[config.mk]
export PLATFORM = sky130hd
export DESIGN_NAME = dlyw_queue
export DESIGN_NICKNAME = d
export VERILOG_FILES = /design/src/rtl/dlyw_pkg.sv /design/src/rtl/dlyw_slot_cmp.sv /design/src/rtl/dlyw_discard_tmr.sv /design/src/rtl/dlyw_store.sv /design/src/rtl/dlyw_queue.sv
export SDC_FILE = /design/constraint.sdc
export NUM_CORES = 1
export LEC_CHECK = 0
export BUFFER_PORTS_ARGS = -buffer_cell sky130_fd_sc_hd__buf_2
export CAP_MARGIN = 25
export CORE_MARGIN = 4
export CORE_UTILIZATION = 39
export CTS_BUF_LIST = sky130_fd_sc_hd__clkbuf_8
export DETAILED_ROUTE_END_ITERATION = 7
export SETUP_SLACK_MARGIN = 0.4
export SYNTH_ARGS = -nofsm -noshare
export SYNTH_HDL_FRONTEND = slang
export SYNTH_HIERARCHICAL = 1
export SYNTH_SLANG_ARGS = --single-unit
export TNS_END_PERCENT = 100
[constraint.sdc]
create_clock -name clk -period 9.6 [get_ports clk]
set_clock_uncertainty 0.15 [all_clocks]
set_input_delay 0.48 -clock clk [delete_from_list [all_inputs] [get_ports clk]]
set_output_delay 0.48 -clock clk [all_outputs]
set_load 0.01 [all_outputs]
[src/rtl/dlyw_pkg.sv]
// Shared types for the delayed write queue.
// Assumes: nothing beyond IEEE 1800-2017.
package dlyw_pkg;

    // What the current attempt does to the list.
    typedef enum logic [1:0] {
        ACT_NONE    = 2'd0,
        ACT_QUEUE   = 2'd1,
        ACT_COLLECT = 2'd2,
        ACT_HOLD    = 2'd3
    } dlyw_act_t;

    // Registered answer to an attempt.
    typedef struct packed {
        logic vld;
        logic retry;
        logic xfer;
        logic stop;
    } dlyw_rsp_t;

endpackage

[src/rtl/dlyw_slot_cmp.sv]
// Compares one queued entry against the current attempt.
// The address, command and byte enables must be equal, and the data is
// compared only in lanes whose active-low enable is 0.
// Assumes: DW is a multiple of 8.
module dlyw_slot_cmp #(
    parameter int AW = 32,
    parameter int CW = 4,
    parameter int DW = 32,
    localparam int BW = DW / 8
) (
    input  logic          slot_vld,
    input  logic [AW-1:0] slot_addr,
    input  logic [CW-1:0] slot_cmd,
    input  logic [BW-1:0] slot_ben,
    input  logic [DW-1:0] slot_data,
    input  logic [AW-1:0] att_addr,
    input  logic [CW-1:0] att_cmd,
    input  logic [BW-1:0] att_ben,
    input  logic [DW-1:0] att_data,
    output logic          hit
);

    logic [BW-1:0] lane_ok;

    // One equality test per byte lane; a disabled lane always passes.
    for (genvar g = 0; g < BW; g++) begin : g_lane
        assign lane_ok[g] = att_ben[g] |
                            (slot_data[8*g +: 8] == att_data[8*g +: 8]);
    end

    // Combine the lane results with the header fields.
    always_comb begin
        hit = slot_vld && (slot_addr == att_addr) && (slot_cmd == att_cmd) &&
              (slot_ben == att_ben) && (&lane_ok);
    end

endmodule

[src/rtl/dlyw_discard_tmr.sv]
// Head-of-list discard timer. It loads when the head is seen delivered
// and counts down to zero. It expires one cycle after reaching zero
// unless that cycle collects the head.
// Assumes: head_done comes from registered state only.
module dlyw_discard_tmr #(
    parameter int TW = 16
) (
    input  logic          clk,
    input  logic          rst_n,
    input  logic          head_done,
    input  logic          collect,
    input  logic [TW-1:0] load_val,
    output logic          expire
);

    logic          run;
    logic [TW-1:0] cnt;

    // An expiry occurs only when the head is not collected in the same cycle.
    always_comb begin
        expire = run && (cnt == '0) && !collect;
    end

    // Load, count down, or stop the timer.
    always_ff @(posedge clk) begin
        if (!rst_n) begin
            run <= 1'b0;
            cnt <= '0;
        end else if (collect || expire) begin
            run <= 1'b0;
        end else if (run) begin
            cnt <= cnt - 1'b1;
        end else if (head_done) begin
            run <= 1'b1;
            cnt <= load_val;
        end
    end

endmodule

[src/rtl/dlyw_store.sv]
// Circular storage for the delayed writes. A head pointer marks the oldest
// entry, a tail pointer the next free slot, and an execute pointer the
// oldest undelivered entry.
// Assumes: push is never raised when full, and pop only when the head is
// delivered.
module dlyw_store #(
    parameter int DEPTH = 4,
    parameter int AW    = 32,
    parameter int CW    = 4,
    parameter int DW    = 32,
    localparam int BW   = DW / 8,
    localparam int PW   = (DEPTH > 1) ? $clog2(DEPTH) : 1,
    localparam int NW   = $clog2(DEPTH + 1)
) (
    input  logic             clk,
    input  logic             rst_n,
    input  logic             push,
    input  logic [AW-1:0]    in_addr,
    input  logic [CW-1:0]    in_cmd,
    input  logic [BW-1:0]    in_ben,
    input  logic [DW-1:0]    in_data,
    input  logic             pop,
    input  logic             cpl,
    output logic [DEPTH-1:0] slot_vld,
    output logic [DEPTH-1:0] slot_done,
    output logic [AW-1:0]    slot_addr [DEPTH],
    output logic [CW-1:0]    slot_cmd  [DEPTH],
    output logic [BW-1:0]    slot_ben  [DEPTH],
    output logic [DW-1:0]    slot_data [DEPTH],
    output logic [PW-1:0]    head_ptr,
    output logic             head_done,
    output logic             full,
    output logic [NW-1:0]    count,
    output logic             exec_valid,
    output logic [AW-1:0]    exec_addr,
    output logic [CW-1:0]    exec_cmd,
    output logic [BW-1:0]    exec_ben,
    output logic [DW-1:0]    exec_data
);

    logic [PW-1:0] tl_ptr;
    logic [PW-1:0] ex_ptr;
    logic          cpl_take;

    // Advance a pointer with wrap-around at DEPTH.
    function automatic logic [PW-1:0] nxt(input logic [PW-1:0] p);
        return (p == PW'(DEPTH - 1)) ? '0 : p + 1'b1;
    endfunction

    // Derived status of the list.
    always_comb begin
        head_done  = slot_vld[head_ptr] && slot_done[head_ptr];
        full       = (count == NW'(DEPTH));
        cpl_take   = cpl && slot_vld[ex_ptr] && !slot_done[ex_ptr];
        exec_valid = slot_vld[ex_ptr] && !slot_done[ex_ptr];
        exec_addr  = slot_addr[ex_ptr];
        exec_cmd   = slot_cmd[ex_ptr];
        exec_ben   = slot_ben[ex_ptr];
        exec_data  = slot_data[ex_ptr];
    end

    // Pointers, occupancy and per-slot flags.
    always_ff @(posedge clk) begin
        if (!rst_n) begin
            slot_vld  <= '0;
            slot_done <= '0;
            head_ptr  <= '0;
            tl_ptr    <= '0;
            ex_ptr    <= '0;
            count     <= '0;
        end else begin
            if (push) begin
                slot_vld[tl_ptr]  <= 1'b1;
                slot_done[tl_ptr] <= 1'b0;
                tl_ptr            <= nxt(tl_ptr);
            end
            if (cpl_take) begin
                slot_done[ex_ptr] <= 1'b1;
                ex_ptr            <= nxt(ex_ptr);
            end
            if (pop) begin
                slot_vld[head_ptr] <= 1'b0;
                head_ptr           <= nxt(head_ptr);
            end
            count <= count + NW'(push) - NW'(pop);
        end
    end

    // Payload written at the tail; it needs no reset.
    always_ff @(posedge clk) begin
        if (push) begin
            slot_addr[tl_ptr] <= in_addr;
            slot_cmd[tl_ptr]  <= in_cmd;
            slot_ben[tl_ptr]  <= in_ben;
            slot_data[tl_ptr] <= in_data;
        end
    end

endmodule

[src/rtl/dlyw_queue.sv]
// Delayed write queue top. It matches each attempt against the stored
// entries, queues new writes, releases delivered head completions with
// an optional disconnect, and ages out uncollected completions.
// Assumes: att_* is sampled on every cycle with att_valid high, and
// cpl_valid refers to the oldest undelivered entry.
module dlyw_queue #(
    parameter int DEPTH = 4,
    parameter int AW    = 32,
    parameter int CW    = 4,
    parameter int DW    = 32,
    parameter int TW    = 16,
    localparam int BW   = DW / 8,
    localparam int PW   = (DEPTH > 1) ? $clog2(DEPTH) : 1,
    localparam int NW   = $clog2(DEPTH + 1)
) (
    input  logic          clk,
    input  logic          rst_n,
    input  logic          att_valid,
    input  logic [AW-1:0] att_addr,
    input  logic [CW-1:0] att_cmd,
    input  logic [BW-1:0] att_ben,
    input  logic [DW-1:0] att_data,
    input  logic          att_multi,
    input  logic          cpl_valid,
    input  logic [TW-1:0] discard_load,
    input  logic          serr_en,
    output logic          rsp_valid,
    output logic          rsp_retry,
    output logic          rsp_xfer,
    output logic          rsp_stop,
    output logic          serr_pulse,
    output logic          exec_valid,
    output logic [AW-1:0] exec_addr,
    output logic [CW-1:0] exec_cmd,
    output logic [BW-1:0] exec_ben,
    output logic [DW-1:0] exec_data
);
    import dlyw_pkg::*;

    logic [DEPTH-1:0] slot_vld;
    logic [DEPTH-1:0] slot_done;
    logic [AW-1:0]    slot_addr [DEPTH];
    logic [CW-1:0]    slot_cmd  [DEPTH];
    logic [BW-1:0]    slot_ben  [DEPTH];
    logic [DW-1:0]    slot_data [DEPTH];
    logic [PW-1:0]    head_ptr;
    logic             head_done;
    logic             full;
    logic [NW-1:0]    q_count;
    logic [DEPTH-1:0] hit_vec;
    logic [PW-1:0]    hit_idx;
    logic             expire;
    logic             push;
    logic             collect;
    dlyw_act_t        act;
    dlyw_rsp_t        rsp_q;

    // Entry storage and pointers.
    dlyw_store #(.DEPTH(DEPTH), .AW(AW), .CW(CW), .DW(DW)) u_store (
        .clk        (clk),
        .rst_n      (rst_n),
        .push       (push),
        .in_addr    (att_addr),
        .in_cmd     (att_cmd),
        .in_ben     (att_ben),
        .in_data    (att_data),
        .pop        (collect || expire),
        .cpl        (cpl_valid),
        .slot_vld   (slot_vld),
        .slot_done  (slot_done),
        .slot_addr  (slot_addr),
        .slot_cmd   (slot_cmd),
        .slot_ben   (slot_ben),
        .slot_data  (slot_data),
        .head_ptr   (head_ptr),
        .head_done  (head_done),
        .full       (full),
        .count      (q_count),
        .exec_valid (exec_valid),
        .exec_addr  (exec_addr),
        .exec_cmd   (exec_cmd),
        .exec_ben   (exec_ben),
        .exec_data  (exec_data)
    );

    // One comparator per slot.
    for (genvar s = 0; s < DEPTH; s++) begin : g_cmp
        dlyw_slot_cmp #(.AW(AW), .CW(CW), .DW(DW)) u_cmp (
            .slot_vld  (slot_vld[s]),
            .slot_addr (slot_addr[s]),
            .slot_cmd  (slot_cmd[s]),
            .slot_ben  (slot_ben[s]),
            .slot_data (slot_data[s]),
            .att_addr  (att_addr),
            .att_cmd   (att_cmd),
            .att_ben   (att_ben),
            .att_data  (att_data),
            .hit       (hit_vec[s])
        );
    end

    // Head-of-list discard timer.
    dlyw_discard_tmr #(.TW(TW)) u_tmr (
        .clk       (clk),
        .rst_n     (rst_n),
        .head_done (head_done),
        .collect   (collect),
        .load_val  (discard_load),
        .expire    (expire)
    );

    // Encode the matching slot (at most one is set).
    always_comb begin
        hit_idx = '0;
        for (int i = DEPTH - 1; i >= 0; i--) begin
            if (hit_vec[i]) hit_idx = PW'(i);
        end
    end

    // Decide what the attempt does to the list.
    always_comb begin
        act = ACT_NONE;
        if (att_valid) begin
            if (|hit_vec) begin
                act = (hit_idx == head_ptr && slot_done[hit_idx]) ? ACT_COLLECT : ACT_HOLD;
            end else if (!full) begin
                act = ACT_QUEUE;
            end else begin
                act = ACT_HOLD;
            end
        end
        push    = (act == ACT_QUEUE);
        collect = (act == ACT_COLLECT);
    end

    // Register the response and the error pulse.
    always_ff @(posedge clk) begin
        if (!rst_n) begin
            rsp_q      <= '0;
            serr_pulse <= 1'b0;
        end else begin
            rsp_q.vld   <= att_valid;
            rsp_q.retry <= att_valid && !collect;
            rsp_q.xfer  <= collect;
            rsp_q.stop  <= collect && att_multi;
            serr_pulse  <= expire && serr_en;
        end
    end

    // Drive the response ports.
    always_comb begin
        rsp_valid = rsp_q.vld;
        rsp_retry = rsp_q.retry;
        rsp_xfer  = rsp_q.xfer;
        rsp_stop  = rsp_q.stop;
    end

endmodule

==> results of run 1 <==
layer usage:
layer / track usage (%) / part of all wire, %
met5: 0 / 0.039
met4: 4.39 / 1.9
met3: 4.71 / 6.1
met2: 27.9 / 47
met1: 23.8 / 45
repair_timing:
action	in CTS	in global routing
endpoints found under the setup margin	0	0
hold buffers	78	0
endpoints found under the hold margin	283	0
buffers inserted	0	0
cells by family (layout without fill, tap and decap cells):
family | Yosys count | after routing | share of synthesized area, %
flip-flops | 327 | 327 | 59.5
other | 0 | 1 | 0
AO/OA/AOI/OAI | 79 | 79 | 3.39
buffers and inverters | 48 | 376 | 1.59
adder cells (fa/ha/maj) | 16 | 16 | 1.31
multiplexers | 81 | 81 | 10.9
AND/OR/NAND/NOR | 203 | 203 | 7.32
XOR/XNOR | 290 | 290 | 16.0
flip-flops by register name, summed over array words and instances (netlist names):
| signal | count |
|---|---|
| u_tmr/cnt | 16 |
| u_store/ex_ptr | 2 |
| u_store/slot_done | 4 |
| u_store/slot_data | 128 |
| u_store/head_ptr | 2 |
| u_store/slot_cmd | 16 |
| u_store/count | 3 |
| rsp_retry | 1 |
| rsp_stop | 1 |
| u_store/tl_ptr | 2 |
| serr_pulse | 1 |
| rsp_valid | 1 |
| u_store/slot_ben | 16 |
| rsp_xfer | 1 |
| u_store/slot_vld | 4 |
| u_store/slot_addr | 128 |
| u_tmr/run | 1 |
power groups by stage:
stage               logic [W]  registers, W  clock network, W
floorplan            0.000443       0.00179                 0
global placement     0.000684       0.00181                 0
finish               0.000703       0.00179           0.00118
detailed placement   0.000683       0.00182                 0
CTS                  0.000712       0.00179           0.00123
global route         0.000769       0.00180           0.00131
Yosys cell counts, drive strengths merged (2+ instances only):
cell type	n
nor3	13
dfxtp	39
and2	8
and3	12
o211a	4
nand3b	3
or4	3
nand3	9
nor2b	12
a31oi	2
o32ai	4
nand2b	3
buf	20
o31ai	7
o211ai	6
mux4	73
inv	17
xor2	209
o21ai	6
nor4	64
nand4	20
edfxtp	288
clkbuf	11
nor2	20
o22ai	6
o311a	2
mux2i	8
ha	15
nand2	30
a21oi	36
xnor2	81
final cells by class:
type                       count  share of cell area (%)
timing repair buffer         256                    8.94
multi-input combinational    669                    32.3
clock inverter                38                   0.864
clock buffer                  65                    4.68
inverter                      17                   0.334
tap                          525                    3.44
sequential                   327                    49.4
antenna                        1                  0.0131
worst min-delay path by stage:
stage | slack (ns) | depth (start not counted) | endpoint | start
global route | 0.03 | 3 | u_tmr/cnt[2] | discard_load[2]
global placement | 0.30 | 2 | u_tmr/cnt[10] | u_tmr/cnt[10]
CTS | 0.002 | 3 | u_tmr/cnt[10] | discard_load[10]
finish | 0.07 | 3 | u_tmr/cnt[10] | discard_load[10]
detailed placement | 0.31 | 2 | u_tmr/cnt[10] | u_tmr/cnt[10]
floorplan | 0.29 | 2 | u_tmr/cnt[10] | u_tmr/cnt[10]
stage by stage:
| stage | setup WS (ns) | util (%) |
|---|---|---|
| 6_report | 5.04 | 47.9 |
| 4_1_cts | 5.10 | 47.8 |
| 5_1_grt | 4.78 | 47.9 |
| 2_1_floorplan | 5.73 | - |
| 3_5_place_dp | 4.95 | 43.2 |
| 3_3_place_gp | 4.92 | 43.2 |
critical path: cells and delay by family:
kind | cells | cell delay [ns]
fa+ha+maj | 3 | 0.93
compound gates | 4 | 0.70
buf+inv | 3 | 0.77
xor+xnor | 2 | 0.31
simple gates | 7 | 1.72
==> results.yml, run 1 <==
placed_design:
  hpwl_mm: 24.9
  placed_area_sq_um: 17200
  placement.io_buffers: 171
  gp_congestion: 0.804
  post-place-cells: 1715
finish:
  regArea_sq_um: 9440
  drive_gt1_share_pct: 25.1
  final_common_cell: "edfxtp_1"
  final_area_sq_um: 19100
  multi_input_area_sq_um: 6180
  final_cell_mix: "edfxtp_1, xor2_1, buf_2"
  syn_to_final_growth_pct: 20.5
  instances_no_fill: 1898
  fillers: 3459
  nNetsFinal: 1437
sta:
  tns_ns: 0
  holdWs_ns: 0.0692
  drv_slew: 0
  grt_setup_unrepaired: "no"
  finalCriticalPeriod_ns: 4.56
  worst_pin_slew_ns: 0.887
  fmax_mhz: 219
  setup_viol: 0
  slew-limit-headroom_pct: 40.9
  period_share_pct: 47.5
  finalHoldViolCount: 0
global_route:
  grt_antenna_before_repair: 3
  grt_max_degree: 53
  grt_pass1_wl_mm: 60.2
  grt-ovfl-total: 0
  grt_usage_pct: 17.4
  grt_pass1_vias: 10300
synth:
  synth.net_count: 1154
  synth_cell_types: 55
  yosysWarnings: 6
  synth_area_sq_um: 15900
  synth-edff-count: 288
  synth-main-ff-cell: "edfxtp_1"
  synth_area_per_cell_sq_um: 15.2
  synthArstFlopShare_pct: 0
  ys_seq_area_share_pct: 59.5
  yosys.area.top_type: "edfxtp_1"
  netlist_instances: 1044
  synth.area.top_cells: "edfxtp_1, xor2_1, mux4_2, dfxtp_1, xnor2_1"
  synth_top_area_share_pct: 54.6
  ys_seq_elements: 327
power_and_ir_drop:
  power_w: 0.00367
  combPwrFrac_pct: 19.2
  p_clk_share_pct: 32.2
  p_int_w: 0.00263
  p_sw_share_pct: 28.4
  p_per_area_nw_per_um2: 192
  p_switching_w: 0.00104
  p_seq_share_pct: 48.6
  vdd_drop_max_mv: 0.111
  leakagePower_nw: 6.77
floorplan:
  initial_utilization_pct: 39.7
  die_width_um: 210
  dieHeight_um: 210
  core_area_sq_um: 39900
  dieArea_sq_um: 43900
  pin_count: 172
  num_rows: 73
cts:
  clockBufferDepth: 3
  numClockSinks: 327
  clk_pin_slew_ns: 0.06
  cts-root-buf: "clkbuf_8"
  clkLatencyLatePin_ns: 0.64
  cts_tree: "built"
  cts_resized: 0
  numCtsBuffers: 56
  htree_num_levels: 2
setup_path:
  reg2reg_depth: 17
  critPathKind: "in -> reg"
  critPathMaxStageDelay_ns: 0.55
  r2r_slack_ns: 5.19
  endpoint_kind: "flop"
  crit_chain: "dlygate4sd3_1, buf_2, xor2_1, nor4_1, a21oi_1, nor4_1, and3_1, nand3b_1, o21ai_2, a31oi_4, nor2_1, nor3_1, o21bai_1, ha_1, inv_1, ha_1, fa_1, xnor2_1, and2_1"
  r2r-start: "u_store/slot_addr[44]"
  cp-endpoint: "u_store/count[2]"
  r2r-end: "u_store/count[2]"
  cp_slowest_cell: "dlygate4sd3_1"
  crit_path_start_kind: "input port"
  cp_data_arrival_time_ns: 4.93
  critPathMaxFanout: 8
  crit_start: "att_data[23]"
  cp_data_required_time_ns: 9.97
routing:
  dr.pass1.iters: 5
  wl_per_cell_um: 20.2
  antenna_left: 0
  drt_iter0_drc: 549
  drcViolationCount: 0
  wl_mm: 38.4
  viasPerCell: 5.12
  via_count: 9726
job:
  drv_cap: 0
outcome:
  status: "completed"
min_path:
  hold_class: "in -> reg"
No activity file was read; power rests on OpenSTA's default activity.
==> inputs of run 2 (changes only) <==
--- a/config.mk
+++ b/config.mk
@@ -5,6 +5,7 @@
 export SDC_FILE = /design/constraint.sdc
 export NUM_CORES = 1
 export LEC_CHECK = 0
+export ABC_AREA = 1
 export BUFFER_PORTS_ARGS = -buffer_cell sky130_fd_sc_hd__buf_2
 export CAP_MARGIN = 25
 export CORE_MARGIN = 4
==> constraint.sdc (replaced) <==
create_clock -name clk -period 4.65 [get_ports clk]
set_clock_uncertainty 0.15 [all_clocks]
set_input_delay 0.2325 -clock clk [delete_from_list [all_inputs] [get_ports clk]]
set_output_delay 0.2325 -clock clk [all_outputs]
set_load 0.01 [all_outputs]
==> run 2 against run 1 <==
Largest cell class unchanged. Utilization is 0.23 points lower. Non-clock buffer count is 32 higher. Critical path depth is 12 higher. Synthesized area is 15% higher. Routed wire length is 32% higher. Flip-flop and latch count stayed put. Clock power is 130% higher. Combinational power grew to 4.3 times the previous value. Via count is 56% higher. Global-route usage is 2.5 points higher. Critical endpoint unchanged. Largest power group unchanged.
==> results.yml, run 2 <==
routing:
  antenna_left: 0
  dr.pass1.iters: 5
  drcViolationCount: 0
  viasPerCell: 4.77
  wl_per_cell_um: 16.0
  drt_iter0_drc: 1034
  via_count: 15200
  wl_mm: 50.8
sta:
  finalHoldViolCount: 0
  period_share_pct: 81.6
  setup_viol: 0
  slew-limit-headroom_pct: 36.8
  drv_slew: 0
  tns_ns: 0
  finalCriticalPeriod_ns: 3.79
  grt_setup_unrepaired: "no"
  fmax_mhz: 264
  worst_pin_slew_ns: 0.948
cts:
  htree_num_levels: 2
  numClockSinks: 327
  numCtsBuffers: 59
  cts-root-buf: "clkbuf_8"
  cts_setup_buffers: 0
  cts_tree: "built"
  clk_pin_slew_ns: 0.07
  clkLatencyLatePin_ns: 0.66
  clockBufferDepth: 3
power_and_ir_drop:
  p_per_area_nw_per_um2: 435
  combPwrFrac_pct: 31.6
  p_clk_share_pct: 28.6
  p_sw_share_pct: 36.5
  vdd_drop_max_mv: 0.276
  leakagePower_nw: 9.83
  p_switching_w: 0.00346
  p_int_w: 0.00602
  p_seq_share_pct: 39.8
synth:
  synthSimpleGateAreaFrac_pct: 22.9
  synth_area_per_cell_sq_um: 8.13
  ys_seq_elements: 327
  synth_compound_area_share_pct: 8.80
  synthTopCellsByCount: "nand2_1, nor2_1, inv_1, edfxtp_1, xnor2_1"
  yosysMostFrequentCell: "nand2_1"
  synth_cell_types: 33
  netlist_instances: 2239
  synth-edff-count: 288
  synth.net_count: 2349
  synth_fa_ha_area_share_pct: 1.14
  ys_seq_area_share_pct: 51.8
  synth_top_family_by_area: "simple AND/OR/NAND/NOR gates"
  synth.area.top_cells: "edfxtp_1, nand2_1, nor2_1, inv_1, xnor2_1"
  synth_area_sq_um: 18200
  yosysWarnings: 6
  synthXorXnorAreaFrac_pct: 6.25
  synthArstFlopShare_pct: 0
  yosys.area.top_type: "edfxtp_1"
  synth_top_area_share_pct: 47.5
  muxShareOfSynthArea_pct: 0
  synth-main-ff-cell: "edfxtp_1"
setup_path:
  endpoint_kind: "flop"
  critPathMaxFanout: 12
  cp_top_family: "simple AND/OR/NAND/NOR gates"
  crit_top_cell: "nand2_1"
  critPathKind: "in -> reg"
  crit_buf_inv: 7
  crit_path_start_kind: "input port"
  cp_data_required_time_ns: 5.05
  cp_data_arrival_time_ns: 4.19
  critPathMaxStageDelay_ns: 0.56
  cp_slowest_cell: "dlygate4sd3_1"
placed_design:
  placed_area_sq_um: 19700
  hpwl_mm: 33.7
  gp_congestion: 0.842
  placement.io_buffers: 171
finish:
  nNetsFinal: 2642
  final_area_sq_um: 21800
  drive_gt1_share_pct: 12.8
  final_common_cell: "nand2_1"
  largest_registers: "u_store/slot_addr: 128 flops, u_store/slot_data: 128 flops"
  final_cell_mix: "nand2_1, inv_1, nor2_1"
  syn_to_final_growth_pct: 19.7
global_route:
  grt_pass1_wl_mm: 80.0
  busiest_layer: "met2"
  grt-ovfl-total: 0
  grt_use_met2_pct: 33.5
  gr-usage-met3_pct: 4.34
  grt_pass1_vias: 14900
  grt_max_degree: 79
  grtUsageMet1_pct: 26.0
  grt_antenna_before_repair: 3
  grt_usage_pct: 19.9
floorplan:
  initial_utilization_pct: 39.8
  dieHeight_um: 224
  pin_count: 172
  dieArea_sq_um: 50200
  num_rows: 78
  core_area_sq_um: 45800
  die_width_um: 224
job:
  drv_cap: 0
outcome:
  status: "completed"
min_path:
  hold_class: "in -> reg"
run 2: changes by cell type in the layout (fill, tap and decap cells not counted), sizes merged, moves of 13 or more:
cell         previous run  this run
nand2                  30       666
inv                    33       364
nor2                   20       351
xor2                  209         5
o21ai                   6       188
mux4                   73         0
o22ai                   6        73
nor4                   64         0
xnor2                  81       125
nand3                   9        40
dlygate4sd3            78        97
nand4                  20         5
buf                   178       191
run 2: logic make-up (layout without fill, tap and decap cells):
group | after synthesis | count (layout)
compound gates | 296 | 296
xor+xnor | 130 | 130
fa+ha+maj | 16 | 16
buf+inv | 404 | 744
flops | 327 | 327
other cells | 0 | 3
simple gates | 1066 | 1066
run 2: final cells by class:
cell class	instances	area [sq um]
Inverter	348	1310
Fill cell	4401	24000
Clock inverter	46	324
Clock buffer	62	853
Antenna cell	3	7.51
Sequential cell	327	9430
Timing Repair Buffer	288	2000
Tap cell	600	751
Multi-Input combinational cell	1508	7120
run 2: path summary, 6_finish.rpt:
| check | startpoint | to | slack, ns | cells past startpoint |
|---|---|---|---|---|
| worst max register to register | u_store/slot_cmd[1] | u_store/count[2] | 0.90 | 28 |
| worst min register to register | u_tmr/cnt[14] | u_tmr/cnt[14] | 0.35 | 2 |
| worst min-delay path | att_addr[18] | u_store/slot_addr[18] | 0.27 | 2 |
| worst max-delay path | att_ben[1] | u_store/count[2] | 0.86 | 31 |
run 2: power by group through the flow:
stage | clock [W] | sequential (W) | combinational (W)
2_1_floorplan | 0 | 0.00373 | 0.00205
3_3_place_gp | 0 | 0.00382 | 0.00289
3_5_place_dp | 0 | 0.00383 | 0.00294
4_1_cts | 0.00280 | 0.00377 | 0.00302
5_1_grt | 0.00294 | 0.00381 | 0.00335
6_report | 0.00271 | 0.00378 | 0.00300
run 2: per-stage QoR:
step | worst slack, ns | utilization, % | cells | hold WS, ns | power [W]
final | 0.858 | 47.6 | 3182 | 0.271 | 0.00948
after global routing | 0.545 | 47.6 | 3181 | 0.259 | 0.0101
after CTS | 0.904 | 47.6 | 3179 | 0.208 | 0.00959
after detailed placement | 0.809 | 42.9 | 2974 | 0.321 | 0.00677
after global placement | 0.819 | 42.9 | 2974 | 0.307 | 0.00672
after floorplan | 1.03 | - | 2239 | 0.176 | 0.00578
run 2: repair_timing:
item | in CTS | in global routing
hold endpoints to repair | 327 | 0
resized for setup | 0 | 0
hold buffers | 97 | 0
run 2: metal layers:
| layer | wire, um | vias to the layer above |
|---|---|---|
| met5 | 0 | - |
| met2 | 24300 | 393 |
| met1 | 22100 | 6991 |
| li1 | - | 7705 |
| met3 | 3290 | 82 |
| met4 | 1110 | 0 |
==> inputs of run 3 (changes only) <==
--- a/config.mk
+++ b/config.mk
@@ -5,7 +5,7 @@
 export SDC_FILE = /design/constraint.sdc
 export NUM_CORES = 1
 export LEC_CHECK = 0
-export ABC_AREA = 1
+export ABC_AREA = 0
 export BUFFER_PORTS_ARGS = -buffer_cell sky130_fd_sc_hd__buf_2
 export CAP_MARGIN = 25
 export CORE_MARGIN = 4
==> constraint.sdc (replaced) <==
create_clock -name clk -period 3.2 [get_ports clk]
set_clock_uncertainty 0.15 [all_clocks]
set_input_delay 0.16 -clock clk [delete_from_list [all_inputs] [get_ports clk]]
set_output_delay 0.16 -clock clk [all_outputs]
set_load 0.01 [all_outputs]
==> run 3 against run 2 <==
The flow now finishes with violations (setup timing). Highest routed layer is now met5. Critical path depth down 14. Global-route usage is 0.066 points lower. Via count down 29%. Worst hold slack worse by 0.13 ns. Largest power group unchanged.
==> results.yml, run 3 (same netlist as run 1, synthesis figures left out) <==
global_route:
  grt_usage_pct: 19.8
  grt-ovfl-total: 0
  grt_max_degree: 42
  grt_pass1_vias: 11500
  grt_pass1_wl_mm: 67.1
  grt_antenna_before_repair: 7
power_and_ir_drop:
  leakagePower_nw: 8.15
  power_w: 0.0119
  vdd_drop_max_mv: 0.369
  p_per_area_nw_per_um2: 539
sta:
  fmax_mhz: 261
  holdWs_ns: 0.140
  period_share_pct: 120
  grt_setup_unrepaired: "yes"
  finalHoldViolCount: 0
  tns_ns: -8.66
  finalCriticalPeriod_ns: 3.83
  worst_slack_ns: -0.631
  worst_pin_slew_ns: 0.772
  setup_viol: 101
  drv_slew: 0
  slew-limit-headroom_pct: 48.4
routing:
  via_count: 10800
  drt_iter0_drc: 697
  antenna_left: 0
  wl_per_cell_um: 21.0
  wl_mm: 44.5
  viasPerCell: 5.09
  drcViolationCount: 0
  dr.pass1.iters: 5
outcome:
  status: "finished with violations"
  violations: "setup timing"
placed_design:
  hpwl_mm: 28.2
  placement.io_buffers: 171
  place_ws_ns: -0.898
  gp_congestion: 0.838
min_path:
  holdPathEnd: "serr_pulse"
  hold_depth: 3
  hold_class: "in -> reg"
  hp-start: "serr_en"
finish:
  drive_gt1_share_pct: 36.5
  regArea_sq_um: 9440
  fillers: 3246
  final_common_cell: "edfxtp_1"
  syn_to_final_growth_pct: 38.9
  final_cell_mix: "edfxtp_1, xor2_1, buf_2"
  nNetsFinal: 1658
  multi_input_area_sq_um: 6460
  largest_registers: "u_store/slot_addr: 128 flops, u_store/slot_data: 128 flops"
setup_path:
  r2r-start: "u_store/slot_addr[104]"
  critPathKind: "reg -> reg"
  endpoint_kind: "flop"
  cp_data_required_time_ns: 3.58
  r2r_slack_ns: -0.63
  crit_path_start_kind: "flop"
  cp_slowest_cell: "edfxtp_1"
  cp_data_arrival_time_ns: 4.21
  critPathMaxFanout: 3
  r2r-end: "u_store/count[1]"
  reg2reg_depth: 17
  crit_chain: "xor2_1, nor4_2, nand4_1, nor4_2, buf_4, and3_4, nand4b_1, a21oi_2, a31oi_4, nor2_4, nor3_4, o21bai_4, ha_4, inv_2, ha_4, fa_2, and2_1"
  critPathMaxStageDelay_ns: 0.41
floorplan:
  dieArea_sq_um: 43900
  core_area_sq_um: 39900
  num_rows: 73
  initial_utilization_pct: 39.7
  die_width_um: 210
  dieHeight_um: 210
  pin_count: 172
cts:
  clkLatencyLatePin_ns: 0.64
  clockBufferDepth: 3
  cts-root-buf: "clkbuf_8"
  numClockSinks: 327
  numCtsBuffers: 56
  clk_pin_slew_ns: 0.06
  cts_tree: "built"
  htree_num_levels: 2
job:
  drv_cap: 0
-- run 3: changes by cell type in the layout (fill, tap and decap cells not counted), moves of 71 or more --
| cell | change |
|---|---|
| xor2_1 | +203 |
| buf_4 | +101 |
| mux4_2 | +73 |
| o21ai_0 | -93 |
| nor2_1 | -319 |
| nand2_1 | -635 |
| o22ai_1 | -71 |
| o21ai_1 | -91 |
| inv_1 | -308 |
-- run 3: power breakdown --
group / total (W) / internal, W / switching, W
sequential: 0.00532 / 0.00509 / 0.000227
combinational: 0.00307 / 0.00161 / 0.00146
clock: 0.00347 / 0.00177 / 0.00170
-- run 3: how the worst max path moves through the flow --
stage / to / startpoint
floorplan: u_store/count[2] / u_store/slot_data[86]
global placement: u_store/count[2] / u_store/slot_cmd[7]
detailed placement: u_store/count[1] / u_store/slot_ben[14]
CTS: u_store/count[2] / u_store/slot_addr[42]
global route: u_store/count[2] / u_store/slot_cmd[10]
finish: u_store/count[1] / u_store/slot_addr[104]
-- run 3: cell type report --
type	count	share of cell area, %
Tap cell	525	2.98
Inverter	17	0.290
Antenna cell	3	0.0341
Clock buffer	59	3.69
Clock inverter	38	0.847
Timing Repair Buffer	474	19.9
Multi-Input combinational cell	672	29.3
Sequential cell	327	42.9
-- run 3: per-stage QoR --
stage | utilization [%] | instances | area (sq um)
6_report | 55.1 | 2115 | 22000
5_1_grt | 55.1 | 2114 | 22000
4_1_cts | 54.4 | 2106 | 21700
3_5_place_dp | 46.5 | 1856 | 18600
3_3_place_gp | 46.5 | 1856 | 18600
2_1_floorplan | - | 1044 | 15900
-- run 3: repair_timing --
action | in CTS | in global routing
hold endpoints to repair | 327 | 0
gates resized for setup | 62 | 45
buffers inserted | 36 | 5
hold buffers | 94 | 0
cloned | 23 | 1
pin swaps | 11 | 7
endpoints found under the setup margin | 323 | 324
-- run 3: worst max-delay path: cells and delay by family, from the launching register on --
| kind | cells | cell delay [ns] |
|---|---|---|
| simple gates | 8 | 1.56 |
| xor+xnor | 1 | 0.18 |
| flops | 1 | 0.41 |
| compound gates | 3 | 0.45 |
| fa+ha+maj | 3 | 0.75 |
| buf+inv | 2 | 0.23 |
-- run 3: layer usage --
layer / track usage, % / share of wire [%] / up-vias
li1: - / - / 5064
met4: 6.30 / 2.5 / 6
met1: 25.7 / 42 / 5309
met3: 4.57 / 6.1 / 86
met2: 33.2 / 49 / 309
met5: 0 / 0.074 / -
